## src/rtl/fnd_pkg.sv

```systemverilog
package fnd_pkg;
  typedef enum logic {PRE_SMALL = 1'b0, PRE_LARGE = 1'b1} pre_sel_e;
  localparam int MASH_ORDER = 3;
  localparam int OFF_W      = 4;
endpackage

```

## src/rtl/fn_mash.sv

```systemverilog
module fn_mash
  import fnd_pkg::*;
#(
  parameter int FR_W = 12
) (
  input  logic                    clk_i,
  input  logic                    clr_i,
  input  logic                    step_i,
  input  logic [FR_W-1:0]         frac_i,
  input  logic [FR_W-1:0]         mod_i,
  output logic signed [OFF_W-1:0] off_o
);
  logic                  frac_zero;
  logic                  step_en;
  logic [FR_W-1:0]       acc_d [MASH_ORDER];
  logic [MASH_ORDER-1:0] cy_d;
  logic [MASH_ORDER-1:0] cy_v;
  logic                  c2z_q, c3z_q, c3zz_q;
  int                    yi;

  assign frac_zero = (frac_i == '0);
  assign step_en   = step_i & ~frac_zero;

  genvar s;
  generate
    for (s = 0; s < MASH_ORDER; s++) begin : g_stage
      logic [FR_W-1:0] in_w;
      logic [FR_W-1:0] acc_q;
      logic [FR_W-1:0] nx_w;
      logic [FR_W:0]   sum_w;
      logic            cy_w;
      logic            cy_q;
      if (s == 0) begin : g_first
        assign in_w = frac_i;
      end else begin : g_next
        assign in_w = acc_d[s-1];
      end
      always_comb begin
        sum_w = {1'b0, acc_q} + {1'b0, in_w};
        cy_w  = (sum_w >= {1'b0, mod_i});
        nx_w  = cy_w ? FR_W'(sum_w - {1'b0, mod_i}) : sum_w[FR_W-1:0];
      end
      always_ff @(posedge clk_i) begin
        if (clr_i) begin
          acc_q <= '0;
          cy_q  <= 1'b0;
        end else if (step_en) begin
          acc_q <= nx_w;
          cy_q  <= cy_w;
        end
      end
      assign acc_d[s] = nx_w;
      assign cy_d[s]  = cy_w;
      assign cy_v[s]  = cy_q;
    end
  endgenerate

  always_ff @(posedge clk_i) begin
    if (clr_i) begin
      c2z_q  <= 1'b0;
      c3z_q  <= 1'b0;
      c3zz_q <= 1'b0;
    end else if (step_en) begin
      c2z_q  <= cy_v[1];
      c3z_q  <= cy_v[2];
      c3zz_q <= c3z_q;
    end
  end

  always_comb begin
    yi = int'(cy_v[0]) + int'(cy_v[1]) - int'(c2z_q)
       + int'(cy_v[2]) - 2 * int'(c3z_q) + int'(c3zz_q);
    off_o = frac_zero ? '0 : OFF_W'(yi);
  end

  logic unused_cy;
  assign unused_cy = ^cy_d;

  assert_offset_range_R5: assert property (@(posedge clk_i) disable iff (clr_i)
    (off_o >= -4'sd3) && (off_o <= 4'sd4));
endmodule

```

## src/rtl/fn_swallow.sv

```systemverilog
module fn_swallow
  import fnd_pkg::*;
#(
  parameter int B_W  = 9,
  parameter int A_W  = 3,
  parameter int P_LO = 4,
  parameter int P_HI = 8
) (
  input  logic           clk_i,
  input  logic           clr_i,
  input  pre_sel_e       psel_i,
  input  logic [B_W-1:0] b_load_i,
  input  logic [A_W-1:0] a_load_i,
  output logic           done_o,
  output logic           fb_o
);
  localparam int PC_W = $clog2(P_HI + 2);

  logic [PC_W-1:0] pcnt_q;
  logic [PC_W-1:0] last_w;
  logic [B_W-1:0]  b_rem_q;
  logic [A_W-1:0]  a_rem_q;
  logic            tick_w;
  logic            fb_q;

  always_comb begin
    last_w = (psel_i == PRE_LARGE) ? PC_W'(P_HI - 1) : PC_W'(P_LO - 1);
    if (a_rem_q != '0) last_w = last_w + 1'b1;
    tick_w = (pcnt_q == last_w);
    done_o = tick_w && (b_rem_q == B_W'(1));
  end

  always_ff @(posedge clk_i) begin
    if (clr_i) begin
      pcnt_q  <= '0;
      b_rem_q <= B_W'(1);
      a_rem_q <= '0;
      fb_q    <= 1'b0;
    end else begin
      fb_q <= done_o;
      if (tick_w) begin
        pcnt_q <= '0;
        if (done_o) begin
          b_rem_q <= b_load_i;
          a_rem_q <= a_load_i;
        end else begin
          b_rem_q <= b_rem_q - 1'b1;
          if (a_rem_q != '0) a_rem_q <= a_rem_q - 1'b1;
        end
      end else begin
        pcnt_q <= pcnt_q + 1'b1;
      end
    end
  end

  assign fb_o = fb_q;

  assert_fb_single_R2: assert property (@(posedge clk_i) disable iff (clr_i)
    fb_o |=> !fb_o);
  assert_a_le_b_R10: assert property (@(posedge clk_i) disable iff (clr_i)
    done_o |-> (B_W'(a_load_i) <= b_load_i));
  assert_pcnt_range_R9: assert property (@(posedge clk_i) disable iff (clr_i)
    pcnt_q <= PC_W'(P_HI));
endmodule

```

## src/rtl/fracn_div_ctrl.sv

```systemverilog
module fracn_div_ctrl
  import fnd_pkg::*;
#(
  parameter int INT_W = 9,
  parameter int FR_W  = 12,
  parameter int B_W   = 9,
  parameter int A_W   = 3,
  parameter int P_LO  = 4,
  parameter int P_HI  = 8
) (
  input  logic             clk_i,
  input  logic             rst_i,
  input  logic             cnt_rst_i,
  input  logic             psel_i,
  input  logic [INT_W-1:0] int_i,
  input  logic [FR_W-1:0]  frac_i,
  input  logic [FR_W-1:0]  mod_i,
  output logic             fb_o
);
  localparam int N_W   = INT_W + 1;
  localparam int NR_W  = N_W + 2;
  localparam int SH_LO = $clog2(P_LO);
  localparam int SH_HI = $clog2(P_HI);
  localparam int MIN_LO = P_LO * P_LO - P_LO;
  localparam int MIN_HI = P_HI * P_HI - P_HI;

  logic                    clr;
  pre_sel_e                psel;
  logic [FR_W-1:0]         frac_eff;
  logic signed [OFF_W-1:0] off;
  logic signed [NR_W-1:0]  int_s, off_s, n_raw, nmin_s;
  logic [N_W-1:0]          n_load;
  logic [B_W-1:0]          b_load;
  logic [A_W-1:0]          a_load;
  logic                    done;

  assign clr  = rst_i | cnt_rst_i;
  assign psel = pre_sel_e'(psel_i);

  always_comb begin
    if (mod_i < FR_W'(2))      frac_eff = '0;
    else if (frac_i >= mod_i)  frac_eff = mod_i - 1'b1;
    else                       frac_eff = frac_i;
  end

  fn_mash #(.FR_W(FR_W)) u_mash (
    .clk_i  (clk_i),
    .clr_i  (clr),
    .step_i (done),
    .frac_i (frac_eff),
    .mod_i  (mod_i),
    .off_o  (off)
  );

  always_comb begin
    int_s  = NR_W'(int_i);
    off_s  = NR_W'(off);
    n_raw  = int_s + off_s;
    nmin_s = (psel == PRE_LARGE) ? NR_W'(MIN_HI) : NR_W'(MIN_LO);
    n_load = (n_raw < nmin_s) ? N_W'(nmin_s) : N_W'(n_raw);
    if (psel == PRE_LARGE) begin
      b_load = B_W'(n_load >> SH_HI);
      a_load = A_W'(n_load & N_W'(P_HI - 1));
    end else begin
      b_load = B_W'(n_load >> SH_LO);
      a_load = A_W'(n_load & N_W'(P_LO - 1));
    end
  end

  fn_swallow #(.B_W(B_W), .A_W(A_W), .P_LO(P_LO), .P_HI(P_HI)) u_swallow (
    .clk_i    (clk_i),
    .clr_i    (clr),
    .psel_i   (psel),
    .b_load_i (b_load),
    .a_load_i (a_load),
    .done_o   (done),
    .fb_o     (fb_o)
  );

  assert_hold_R1: assert property (@(posedge clk_i) disable iff (rst_i)
    cnt_rst_i |=> !fb_o);
endmodule

```

## config.mk

```make
export PLATFORM = sky130hd
export DESIGN_NAME = fracn_div_ctrl
export DESIGN_NICKNAME = d
export VERILOG_FILES = /design/src/rtl/fnd_pkg.sv /design/src/rtl/fn_mash.sv /design/src/rtl/fn_swallow.sv /design/src/rtl/fracn_div_ctrl.sv
export SDC_FILE = /design/constraint.sdc
export NUM_CORES = 1
export LEC_CHECK = 0
export BUFFER_PORTS_ARGS = -buffer_cell sky130_fd_sc_hd__buf_2
export CORE_MARGIN = 1
export CORE_UTILIZATION = 40
export DETAILED_ROUTE_END_ITERATION = 7
export PLACE_DENSITY = 0.67
export SLEW_MARGIN = 20
export SYNTH_ARGS = -nofsm -noshare
export SYNTH_HDL_FRONTEND = slang
export SYNTH_HIERARCHICAL = 1
export SYNTH_SLANG_ARGS = --single-unit
```

## constraint.sdc

```tcl
create_clock -name clk_i -period 14.5 [get_ports clk_i]
set_clock_uncertainty 0.1 [all_clocks]
set_input_delay 1.45 -clock clk_i [delete_from_list [all_inputs] [get_ports clk_i]]
set_output_delay 1.45 -clock clk_i [all_outputs]
set_load 0.05 [all_outputs]
```

==> results.env, run 1 <==
RESULT_OF_THE_RUN='finished clean'
ROWS=50
START_UTIL_PCT=41.41
WHS_NS=0.3598
POST-SYNTH-TOP-COUNT-CELL='nor2_1'
SYNTH_AREA_LEADER_CELL='ha_1'
SEQ_AREA_FRAC_SYNTH_PCT=15.00
MAX_FREQ_MHz=73.41
SETUP.WORST_PATH.END='u_mash/g_stage[2].acc_q[4]$_SDFFE_PP0P_'
SYNTHESIS.YOSYS.WARNINGS=6
DRT_ITER0_MARKERS=460
POST-ROUTE-UTIL_PCT=45.59
TIMING.FINAL.HOLD_VIOLATIONS=0
YOSYS-TOP-CELLS-COUNT='nor2_1, ha_1, inv_1'
CTS_TREE='built'
CRITICAL_PATH.STARTPOINT_TYPE='input port'
RRSETUPSLACK_NS=3.79
DIEWIDTH_MICRONS=142.3
GLOBAL_ROUTE.USAGE.TOTAL_PCT=21.33
ROUTED_WIRELENGTH_MICRONS=20850
DRT-VIAS-PER-INSTANCE=5.684
SETUP-TNS-FINAL_NS=0
WIRE_LENGTH_OF_THE_FIRST_GLOBAL_ROUTING_PASS_MICRONS=34330
REG2REG_DEPTH=43
ANTENNA_CELLS_INSERTED=0
LEAKAGE_nW=3.784
SYNTH-SEQ-CELLS=59
FINAL_ANTENNA_NET_COUNT=0
WORST_SKEW_PAIR.LATE_LATENCY_NS=0.33
WORST_SLEW_PIN_SLEW_NS=1.057
MAXSLEWHEADROOM_PCT=29.52
CLKSINKCOUNT=59
WORST-ENDPOINT-REQUIRED_NS=14.56
POST_SYNTH_INST_COUNT=1026
PLACE_HPWL_MICRONS=16100
NUM-NETS-FINAL=1209
DETAILROUTE.VIA_COUNT=7491
SYNTH_CELL_TYPE_COUNT=82
PATH_CLASS='input port to flop'
TIMING.FINAL.MAX_SLEW_VIOLATIONS=0
ROUTEDWLPERCELL_MICRONS=15.82
YOSYS_MOST_USED_DFF='dfxtp_1'
GP_CONGESTION=0.9173
FLOORPLAN.DIE_AREA_SQ_UM=20260
ANTENNA_FOUND_INITIAL=0
SYNTH_LARGEST_TYPE_AREA_FRACTION_PCT=17.32
TIMING.CRITICAL_PATH.SLOWEST_STAGE_CELL='a2111oi_1'
CP_COMMON_CELL='ha_1'
ROUTE.DETAILED.DRC=0
GRT_OVERFLOW=0
GRT_MAX_DEGREE=54
POWER-PER-CELL-AREA_nW_PER_UM2=162.8
CLOCKBUFFERDEPTH=2
CP-STARTPOINT='mod_i[5]'
CRIT-REG2REG-CAPTURE='u_mash/g_stage[2].acc_q[4]$_SDFFE_PP0P_'
CRITICAL_PATH.MAX_FANOUT=13
WORST_EP_ARRIVAL_TIME_NS=13.69
CLKSLEWWORSTSETUPHOLDPATHS_NS=0.05
FINALCRITICALPERIOD_NS=13.62
HTREE_NUM_LEVELS=3
GRT_PASS1_VIAS=7034
PERIOD_SHARE_PCT=93.95
WORST_HOLD_PATH_TYPE='flop to flop'
ASYNC_FLOP_SHARE_PCT=0
BUFFER_PORTS.INSERTED=37
FINALSETUPVIOLATIONS=0
HOLD_PATH.STARTPOINT='u_mash/g_stage[1].cy_q$_SDFFE_PP0P_'
SLOWEST_DELAY_NS=0.55
CLOCK_TREE.ROOT_CELL='clkbuf_16'
POWER.IR.VDD_WORST_mV=0.1116
SYN_AREA_PER_CELL_SQ_UM=7.677
DESIGN.CORE.AREA_SQ_UM=19020
SYNTH-EDFF-COUNT=0
MAXCAPVIOLATIONS=0
SYNTH_TOP_CELLS_BY_AREA='ha_1, dfxtp_1, xnor2_1'
FINAL_LAYOUT_SIZE_SUFFIX_GT1_SHARE_PCT=11.34
DIE_HEIGHT_MICRONS=142.3
NUMBER_OF_CLOCK_BUFFERS_INSERTED_BY_TRITONCTS=9
CRIT_PATH_END_KIND='flop'
SYNTH_NETS=1181
DETAIL_ROUTE.FIRST_PASS.ITERATIONS=5
LAYOUT-AREA-OVERHEAD-VS-SYNTH_PCT=10.09
FILL_CELLS=1942
REGTOREGSTARTPOINT='u_mash/g_stage[0].acc_q[0]$_SDFFE_PP0P_'
FLOORPLAN.IO_PINS=38
SYNTHESIS.AREA_SQ_UM=7876
-- logic make-up (layout without fill, tap and decap cells) --
group / count (synthesis) / in the layout / share of synthesized area (%)
AOI/OAI and AO/OA: 290 / 290 / 25.27
xor gates and xnor gates: 68 / 68 / 7.562
adders and majority gates: 118 / 118 / 19.60
buffers and inverters: 113 / 145 / 5.607
DFF: 59 / 59 / 15.00
muxes: 38 / 38 / 5.465
other: 1 / 1 / 0.04761
and+or+nand+nor: 339 / 339 / 21.45
-- state kept, by name, summed over array words and instances, names as in the netlist --
signal                cells
u_mash/c2z_q              1
u_mash/c3z_q              1
u_mash/c3zz_q             1
u_mash/g_stage.acc_q     36
u_mash/g_stage.cy_q       3
u_swallow/a_rem_q         3
u_swallow/b_rem_q         9
u_swallow/fb_o            1
u_swallow/pcnt_q          4
-- routing by layer --
metal | vias up | track usage, % | wire length, microns
met3 | 36 | 3.466 | 954
met5 | - | 0 | 0
met4 | 0 | 8.036 | 570
met1 | 3476 | 26.81 | 9476
met2 | 180 | 36.40 | 9847
li1 | 3799 | - | -
-- how the worst min path moves through the flow --
stage | endpoint | slack [ns] | cells past startpoint
after floorplan | u_mash/c2z_q$_SDFFE_PP0P_ | 0.33 | 2
after global placement | u_mash/c2z_q$_SDFFE_PP0P_ | 0.34 | 2
after detailed placement | u_mash/c2z_q$_SDFFE_PP0P_ | 0.35 | 2
after CTS | u_mash/c2z_q$_SDFFE_PP0P_ | 0.36 | 2
after global routing | u_mash/c2z_q$_SDFFE_PP0P_ | 0.38 | 2
final | u_mash/c2z_q$_SDFFE_PP0P_ | 0.36 | 2
-- critical path: cells and delay by family --
kind                     cells  cell delay, ns
AO/OA/AOI/OAI               18            5.02
multiplexers                 2            0.63
adder cells (fa/ha/maj)      9            3.12
AND/OR/NAND/NOR             17            2.83
buffers and inverters        4            0.31
XOR/XNOR                     2            0.33
-- stage by stage --
| step | power [mW] | worst slack (ns) | area [sq um] | instances |
|---|---|---|---|---|
| final | 1.411 | 0.8773 | 8671 | 1318 |
| after global routing | 1.542 | -0.04592 | 8671 | 1318 |
| after CTS | 1.373 | 0.5583 | 8557 | 1306 |
| after detailed placement | 1.143 | 0.2686 | 8262 | 1291 |
| after global placement | 1.141 | 0.4964 | 8262 | 1291 |
| after floorplan | 0.9609 | 1.935 | 7876 | 1026 |
-- cell type report --
class                      count  area [sq um]  share of cell area [%]
tap                          260         325.3                   3.752
clock buffer                  13         260.3                   3.001
multi-input combinational    854          6279                   72.41
sequential                    59          1181                   13.62
inverter                      78         292.8                   3.377
clock inverter                 2         35.03                  0.4040
timing repair buffer          52         297.8                   3.434
-- cells in the final DEF (no fill, tap or decap), drive strengths merged, types with 5 or more instances in the layout --
master / instances
a211oi: 33
nand3b: 6
o21bai: 7
and2: 5
dfxtp: 59
o22ai: 9
mux2: 19
o21a: 31
a311oi: 6
or3: 5
and3: 13
fa: 9
buf: 52
nor3: 22
o211ai: 10
o21ai: 45
nor2b: 9
o31ai: 6
nor3b: 8
or2: 7
clkbuf: 13
nor4: 14
xor2: 13
nand4: 14
inv: 77
a21o: 20
a21boi: 5
mux2i: 19
nor2: 128
nand2b: 9
xnor2: 55
a21oi: 72
a31oi: 10
nand2: 56
ha: 109
nand3: 30
-- power by group --
group	internal (mW)	switching (mW)	total [mW]
clock network	0.141	0.0773	0.219
registers	0.163	0.000901	0.164
logic	0.448	0.581	1.03
-- what timing repair did --
item / in CTS / in global routing
setup buffers: 0 / 12
hold buffers: 0 / 0
setup endpoints to repair: 0 / 13
resized for setup: 0 / 6
Note: power is estimated with default switching activity, not from simulation.
==> run 2: changes to the inputs <==
--- a/config.mk
+++ b/config.mk
@@ -6,6 +6,7 @@
 export NUM_CORES = 1
 export LEC_CHECK = 0
 export BUFFER_PORTS_ARGS = -buffer_cell sky130_fd_sc_hd__buf_2
+export CORE_ASPECT_RATIO = 1.75
 export CORE_MARGIN = 1
 export CORE_UTILIZATION = 40
 export DETAILED_ROUTE_END_ITERATION = 7
==> run 2 against run 1 <==
Critical path type unchanged. Non-clock buffer count decreased by 8. Critical path depth decreased by 5. Maximum frequency increased by 0.48%. Sequential power about the same. Setup slack improved by 0.065 ns. Sequential cell count unchanged. Cell count decreased by 2.0%. Wire length increased by 3.6%.
==> results.env, run 2 (synthesis results as in run 1) <==
CLKSLEWWORSTSETUPHOLDPATHS_NS=0.06  # about the same
PLACE_HPWL_MICRONS=17480  # +8.6%
LARGESTREGISTERS='u_mash/g_stage.acc_q x36, u_swallow/b_rem_q x9, u_swallow/pcnt_q x4'
LEAKAGE_nW=3.740  # -1.2%
GRT_MAX_DEGREE=54  # unchanged
COMB_POWER_SHARE_PCT=72.7  # -0.2 points
GRT_PASS1_VIAS=7628  # +8.4%
CRIT_PATH_END_KIND='flop'
FINAL_ANTENNA_NET_COUNT=0  # unchanged
CRITICAL_PATH.MAX_FANOUT=12  # -1
WORST-ENDPOINT-REQUIRED_NS=14.57  # about the same
ROUTED_WIRELENGTH_MICRONS=21590  # +3.6%
MAXCAPVIOLATIONS=0  # unchanged
CELL_INTERNAL_PWR_mW=0.7330  # -2.6%
PATH_CLASS='input port to flop'
POST-ROUTE-UTIL_PCT=44.71  # -0.88 points
WORST_EP_ARRIVAL_TIME_NS=13.62  # -0.07 ns
DETAIL_ROUTE.FIRST_PASS.ITERATIONS=5  # unchanged
DIE_HEIGHT_MICRONS=187.6  # +32%
TIMING.CRITICAL_PATH.SLOWEST_STAGE_CELL='nor4_1'
FINAL_LAYOUT_SIZE_SUFFIX_GT1_SHARE_PCT=10.57  # -0.77 points
P_SEQ_SHARE_PCT=11.8  # +0.2 points
MAXSLEWHEADROOM_PCT=28.84  # -0.67 points
HTREE_NUM_LEVELS=3  # unchanged
DRT_ITER0_MARKERS=446  # -3.0%
ROWS=67  # +34%
RESULT_OF_THE_RUN='finished clean'
CRITICAL_PATH_BUF_INV_COUNT=3  # -1
NET-SWITCHING-POWER_mW=0.6649  # +0.90%
NUM-NETS-FINAL=1201  # -0.66%
ANTENNA_CELLS_INSERTED=0  # unchanged
FINAL_COMMON_CELL='nor2_1'
WORST_SLEW_PIN_SLEW_NS=1.067  # +0.01007 ns
DESIGN.CORE.AREA_SQ_UM=19200  # +0.94%
GLOBAL_ROUTE.USAGE.TOTAL_PCT=22.31  # +0.97 points
POWER_SWITCHING_SHARE_PCT=47.56  # +0.88 points
SETUP-TNS-FINAL_NS=0  # unchanged
MOSTFREQUENTLAYOUTCELLS='nor2_1, ha_1, inv_1'
NUMBER_OF_CLOCK_BUFFERS_INSERTED_BY_TRITONCTS=9  # unchanged
DRT-VIAS-PER-INSTANCE=5.847  # +2.9%
CLOCK_TREE.ROOT_CELL='clkbuf_16'
P_CLK_SHARE_PCT=15.5  # about the same
TIMING.FINAL.WS_SETUP_NS=0.9423  # +0.06492 ns
FLOORPLAN.DIE_AREA_SQ_UM=20280  # +0.11%
GRT_OVERFLOW=0  # unchanged
ANTENNA_FOUND_INITIAL=0  # unchanged
CLOCKBUFFERDEPTH=2  # unchanged
CRITICAL_PATH.STARTPOINT_TYPE='input port'
CTS_TREE='built'
CP_COMMON_CELL='ha_1'
MAX_FREQ_MHz=73.76  # +0.48%
FINALSETUPVIOLATIONS=0  # unchanged
REGISTERS.TOP_BY_FF_COUNT='u_mash/g_stage.acc_q'
SLOWEST_DELAY_NS=0.61  # +0.06 ns
DETAILROUTE.VIA_COUNT=7548  # +0.76%
WORST_HOLD_PATH_TYPE='flop to flop'
CLKSINKCOUNT=59  # unchanged
WORST_SKEW_PAIR.LATE_LATENCY_NS=0.34  # about the same
SETUP_SLACK_AFTER_PLACEMENT_NS=0.4028  # +0.1342 ns
WIRE_LENGTH_OF_THE_FIRST_GLOBAL_ROUTING_PASS_MICRONS=35940  # +4.7%
FLOORPLAN.IO_PINS=38  # unchanged
POWER-PER-CELL-AREA_nW_PER_UM2=162.9  # about the same
DIEWIDTH_MICRONS=108.1  # -24%
GP_CONGESTION=0.9536  # +4.0%
CTS_HOLD_BUF=0  # unchanged
POWER.IR.VDD_WORST_mV=0.07982  # -28%
LAYOUT-AREA-OVERHEAD-VS-SYNTH_PCT=8.975
TIMING.FINAL.HOLD_VIOLATIONS=0  # unchanged
START_UTIL_PCT=41.03  # -0.39 points
ROUTE.DETAILED.DRC=0  # unchanged
LARGEST_REG_FLOPS=36  # unchanged
FINALCRITICALPERIOD_NS=13.56  # -0.06492 ns
ROUTEDWLPERCELL_MICRONS=16.73  # +5.7%
WORST_PATH_DOMINANT_CELL_FAMILY='simple AND/OR/NAND/NOR gates'
TIMING.FINAL.MAX_SLEW_VIOLATIONS=0  # unchanged
BUFFER_PORTS.INSERTED=37  # unchanged
PERIOD_SHARE_PCT=93.50  # -0.45 points
RSZ0062_AT_GRT='false'
run 2: final timing paths:
path                                           start                                       to  slack (ns)  cells after the start
min reg2reg      u_mash/g_stage[1].cy_q$_SDFFE_PP0P_                u_mash/c2z_q$_SDFFE_PP0P_        0.36                      2
max                                         mod_i[4]  u_mash/g_stage[2].acc_q[4]$_SDFFE_PP0P_        0.94                     47
min              u_mash/g_stage[1].cy_q$_SDFFE_PP0P_                u_mash/c2z_q$_SDFFE_PP0P_        0.36                      2
max reg2reg  u_mash/g_stage[0].acc_q[0]$_SDFFE_PP0P_  u_mash/g_stage[2].acc_q[4]$_SDFFE_PP0P_        3.95                     42
run 2: layout make-up:
cell class	count	area [sq um]
sequential	59	1181
inverter	78	292.8
tap	241	301.5
timing repair buffer	44	237.7
multi-input combinational	854	6267
clock buffer	11	252.7
fill	1980	10610
clock inverter	4	50.05
run 2: metal layers:
layer / part of all wire [%] / GRT usage, % / vias to the layer above
met3: 2.7 / 2.259 / 59
met1: 38 / 22.60 / 3545
met4: 5.3 / 13.17 / 0
met2: 54 / 42.48 / 155
li1: - / - / 3789
met5: 0 / 0 / -
run 2: power groups by stage:
| stage | Clock, mW | Combinational (mW) | Sequential, mW |
|---|---|---|---|
| after floorplan | 0 | 0.793 | 0.167 |
| after global routing | 0.229 | 1.13 | 0.164 |
| after global placement | 0 | 0.989 | 0.168 |
| after detailed placement | 0 | 1.01 | 0.168 |
| after CTS | 0.222 | 1.01 | 0.164 |
| final | 0.217 | 1.02 | 0.164 |
run 2: through the flow:
stage / instance area [sq um] / hold slack (ns) / total power [mW] / instances
5_1_grt: 8583 / 0.3769 / 1.522 / 1291
3_5_place_dp: 8253 / 0.3452 / 1.173 / 1274
3_3_place_gp: 8253 / 0.3351 / 1.157 / 1274
2_1_floorplan: 7876 / 0.3319 / 0.9609 / 1026
4_1_cts: 8556 / 0.3592 / 1.396 / 1289
6_report: 8583 / 0.3588 / 1.398 / 1291
run 2: tightest hold or removal path: stages, from the launching register on:
cell	delay (ns)
dfxtp_1	0.30
nand2_1	0.05
a21oi_1	0.05
run 2: what timing repair did:
| action | 4_1_cts | 5_1_grt |
|---|---|---|
| endpoints found under the hold margin | 0 | 0 |
| gates resized for setup | 0 | 3 |
| setup endpoints to repair | 0 | 12 |
| setup buffers | 0 | 2 |
==> run 3: changes to the inputs <==
--- a/config.mk
+++ b/config.mk
@@ -14,5 +14,4 @@
 export SLEW_MARGIN = 20
 export SYNTH_ARGS = -nofsm -noshare
 export SYNTH_HDL_FRONTEND = slang
-export SYNTH_HIERARCHICAL = 1
 export SYNTH_SLANG_ARGS = --single-unit
==> run 3 against run 2 <==
Setup slack better by 0.018 ns. Sequential cell count unchanged. Critical path depth rose by 9. Register-to-register slack lost 0.24 ns. Global-route usage is 1.0 points higher. Maximum frequency is 0.14% higher. Clock-buffer cell count fell by 2. Sequential power barely moved. Sequential share of layout area is 0.50 points higher. Critical path type unchanged. Largest power group unchanged. Highest routed layer unchanged.
==> results.env, run 3 <==
CRITICAL_PATH_BUF_INV_COUNT=3  # unchanged
FINAL_COMMON_CELL='nor2_1'
YOSYS-TOP-CELLS-COUNT='nor2_1, ha_1, a21oi_1'
SYNTH_CELL_TYPE_COUNT=69  # -16%
FINALSETUPVIOLATIONS=0  # unchanged
DESIGN.CORE.AREA_SQ_UM=18050  # -6.0%
FINAL_LAYOUT_SIZE_SUFFIX_GT1_SHARE_PCT=12.89  # +2.3 points
REG2REG_DEPTH=47  # +12%
CRITICAL_PATH.MAX_FANOUT=15  # +3
WORST_SLEW_PIN_SLEW_NS=0.8947  # -0.1727 ns
GP_CONGESTION=0.9459  # -0.81%
HTREE_NUM_LEVELS=3  # unchanged
LEAKAGE_nW=3.627  # -3.0%
GLOBAL_ROUTE.USAGE.TOTAL_PCT=23.31  # +1.0 points
POST_SYNTH_INST_COUNT=963  # -6.1%
MOSTFREQUENTLAYOUTCELLS='nor2_1, ha_1, a21oi_1'
POWER.IR.VDD_WORST_mV=0.08403  # +5.3%
ROUTE.DETAILED.DRC=0  # unchanged
SEQ_AREA_FRAC_SYNTH_PCT=16.02  # +1.0 points
FLOORPLAN.DIE_AREA_SQ_UM=19000  # -6.3%
WORST_EP_ARRIVAL_TIME_NS=13.65  # +0.03 ns
DIE_HEIGHT_MICRONS=181.6  # -3.2%
ANTENNA_CELLS_INSERTED=0  # unchanged
P_SEQ_SHARE_PCT=13.6  # +1.8 points
DRT-VIAS-PER-INSTANCE=5.736  # -1.9%
POST-SYNTH-TOP-COUNT-CELL='nor2_1'
TIMING.FINAL.MAX_SLEW_VIOLATIONS=0  # unchanged
WHS_NS=0.3680  # +0.009202 ns
ASYNC_FLOP_SHARE_PCT=0  # unchanged
GRT_MAX_DEGREE=37  # -31%
DIEWIDTH_MICRONS=104.6  # -3.2%
TIMING.CRITICAL_PATH.SLOWEST_STAGE_CELL='a2111oi_2'
GRT_PASS1_VIAS=7337  # -3.8%
MAXSLEWHEADROOM_PCT=39.81  # +11 points
CRITICAL_PATH_CELL_COUNT=56  # +19%
CRITICAL_PATH.STARTPOINT_TYPE='input port'
FIN_TOTAL_PWR_mW=1.212  # -13%
CTS_TREE='built'
ROUTED_WIRELENGTH_MICRONS=21500  # -0.45%
FINALCRITICALPERIOD_NS=13.54  # -0.01847 ns
POWER_SWITCHING_SHARE_PCT=47.48  # -0.084 points
SYN_AREA_PER_CELL_SQ_UM=7.655  # -0.28%
CLKSINKCOUNT=59  # unchanged
SYNTH_LARGEST_TYPE_AREA_FRACTION_PCT=18.16  # +0.84 points
SYNTH_AREA_LEADER_CELL='ha_1'
SYNTH-SEQ-CELLS=59  # unchanged
P_CLK_SHARE_PCT=17.3  # +1.8 points
SYNTH_TOP_CELLS_BY_AREA='ha_1, dfxtp_1, nor2_1'
DETAILROUTE.VIA_COUNT=7170  # -5.0%
CLKSLEWWORSTSETUPHOLDPATHS_NS=0.06  # about the same
REGISTERS.TOP_BY_FF_COUNT='u_mash.g_stage.acc_q'
ROUTEDWLPERCELL_MICRONS=17.20  # +2.8%
TIMING.HOLD.WORST_PATH_DEPTH=2  # unchanged
START_UTIL_PCT=40.83  # -0.20 points
WORST_SKEW_PAIR.LATE_LATENCY_NS=0.35  # about the same
WORST_PATH_DOMINANT_CELL_FAMILY='compound AO/OA/AOI/OAI gates'
LARGEST_REG_FLOPS=36  # unchanged
CLOCKBUFFERDEPTH=2  # unchanged
POWER-PER-CELL-AREA_nW_PER_UM2=146.4  # -10%
FINAL_ANTENNA_NET_COUNT=0  # unchanged
CTS_HOLD_BUF=0  # unchanged
NUM-NETS-FINAL=1164  # -3.1%
CRIT_PATH_END_KIND='flop'
POST-ROUTE-UTIL_PCT=45.86  # +1.2 points
FILL_CELLS=1861  # -6.0%
SYNTHESIS.YOSYS.WARNINGS=0  # -6
MULTI_INPUT_COMB_AREA_SQ_UM=5871  # -6.3%
PATH_CLASS='input port to flop'
ROWS=65  # -3.0%
FF_LATCH_AREA_SQ_UM=1181  # unchanged
PERIOD_SHARE_PCT=93.37  # -0.13 points
FINAL_AREA_SQ_UM=8280  # -3.5%
COMB_POWER_SHARE_PCT=69.1  # -3.6 points
ANTENNA_FOUND_INITIAL=0  # unchanged
FLOORPLAN.IO_PINS=38  # unchanged
GRT_OVERFLOW=0  # unchanged
LAYOUT-AREA-OVERHEAD-VS-SYNTH_PCT=12.32
SLOWEST_DELAY_NS=0.46  # -0.15 ns
LARGESTREGISTERS='u_mash.g_stage.acc_q x36, u_swallow.b_rem_q x9, u_swallow.pcnt_q x4'
PLACE_HPWL_MICRONS=17360  # -0.68%
CLOCK_TREE.ROOT_CELL='clkbuf_16'
WORST-ENDPOINT-REQUIRED_NS=14.61  # +0.04 ns
DETAIL_ROUTE.FIRST_PASS.ITERATIONS=4  # -1
SYNTH-EDFF-COUNT=0  # unchanged
SYNTH_NETS=1116  # -5.5%
RESULT_OF_THE_RUN='finished clean'
DRT_ITER0_MARKERS=292  # -35%
WORST_HOLD_PATH_TYPE='flop to flop'
SYNTHESIS.AREA_SQ_UM=7372  # -6.4%
BUFFER_PORTS.INSERTED=37  # unchanged
TIMING.FINAL.HOLD_VIOLATIONS=0  # unchanged
MAX_FREQ_MHz=73.86  # +0.14%
POSTPLACECELLAREA_SQ_UM=7941  # -3.8%
MAXCAPVIOLATIONS=0  # unchanged
NET-SWITCHING-POWER_mW=0.5757  # -13%
CP_COMMON_CELL='ha_1'
WIRE_LENGTH_OF_THE_FIRST_GLOBAL_ROUTING_PASS_MICRONS=34880  # -2.9%
YOSYS_MOST_USED_DFF='dfxtp_1'
CELL_INTERNAL_PWR_mW=0.6368  # -13%
NUMBER_OF_CLOCK_BUFFERS_INSERTED_BY_TRITONCTS=9  # unchanged
[run 3: power by group through the flow]
| stage | sequential [mW] | combinational (mW) | clock (mW) |
|---|---|---|---|
| 4_1_cts | 0.165 | 0.818 | 0.213 |
| 3_3_place_gp | 0.169 | 0.808 | 0 |
| 2_1_floorplan | 0.168 | 0.611 | 0 |
| 3_5_place_dp | 0.169 | 0.813 | 0 |
| 6_report | 0.165 | 0.837 | 0.210 |
| 5_1_grt | 0.165 | 0.924 | 0.221 |
[run 3: repair_timing]
action,4_1_cts,5_1_grt
hold endpoints to repair,0,0
setup endpoints to repair,0,13
resized for setup,0,9
buffers inserted,0,3
[run 3: tightest hold or removal path, delay by kind of cell, from the launching register on]
kind,cells,cell delay [ns]
DFF,1,0.31
and+or+nand+nor,1,0.05
AOI/OAI and AO/OA,1,0.05
[run 3: cell type report]
type	count	area share [%]
Timing Repair Buffer	66	4.866
Multi-Input combinational cell	809	70.90
Tap cell	234	3.536
Inverter	66	2.992
Sequential cell	59	14.26
Clock buffer	9	2.720
Clock inverter	7	0.7253
[run 3: kinds of logic after synthesis]
| logic type | share of synthesized area [%] |
|---|---|
| AOI/OAI and AO/OA | 23.22 |
| xor gates and xnor gates | 8.554 |
| buffers and inverters | 4.939 |
| muxes | 5.516 |
| adders and majority gates | 20.60 |
| and+or+nand+nor | 21.15 |
| DFF | 16.02 |
[run 3: worst paths after layout]
check,endpoint,slack (ns),from
setup / recovery,u_mash.g_stage[2].acc_q[2]$_SDFFE_PP0P_,0.96,mod_i[10]
hold reg to reg,u_swallow.b_rem_q[8]$_SDFFE_PP0P_,0.37,u_swallow.b_rem_q[8]$_SDFFE_PP0P_
setup reg to reg,u_mash.g_stage[2].acc_q[2]$_SDFFE_PP0P_,3.71,u_mash.g_stage[0].acc_q[1]$_SDFFE_PP0P_
hold / removal,u_swallow.b_rem_q[8]$_SDFFE_PP0P_,0.37,u_swallow.b_rem_q[8]$_SDFFE_PP0P_
[run 3: stage by stage]
step	std cells	TNS [ns]	setup slack [ns]
global placement	1231	0	0.3070
CTS	1247	0	0.4165
detailed placement	1231	0	0.1175
finish	1250	0	0.9607
global route	1250	-0.01846	-0.01846
floorplan	963	0	0.7982
[run 3: layer usage]
| metal | track usage [%] | share of wire, % | vias up |
|---|---|---|---|
| met3 | 3.266 | 3.2 | 80 |
| met1 | 21.50 | 35 | 3354 |
| met2 | 46.36 | 56 | 136 |
| met5 | 0 | 0 | - |
| met4 | 15.38 | 6.0 | 0 |
| li1 | - | - | 3600 |
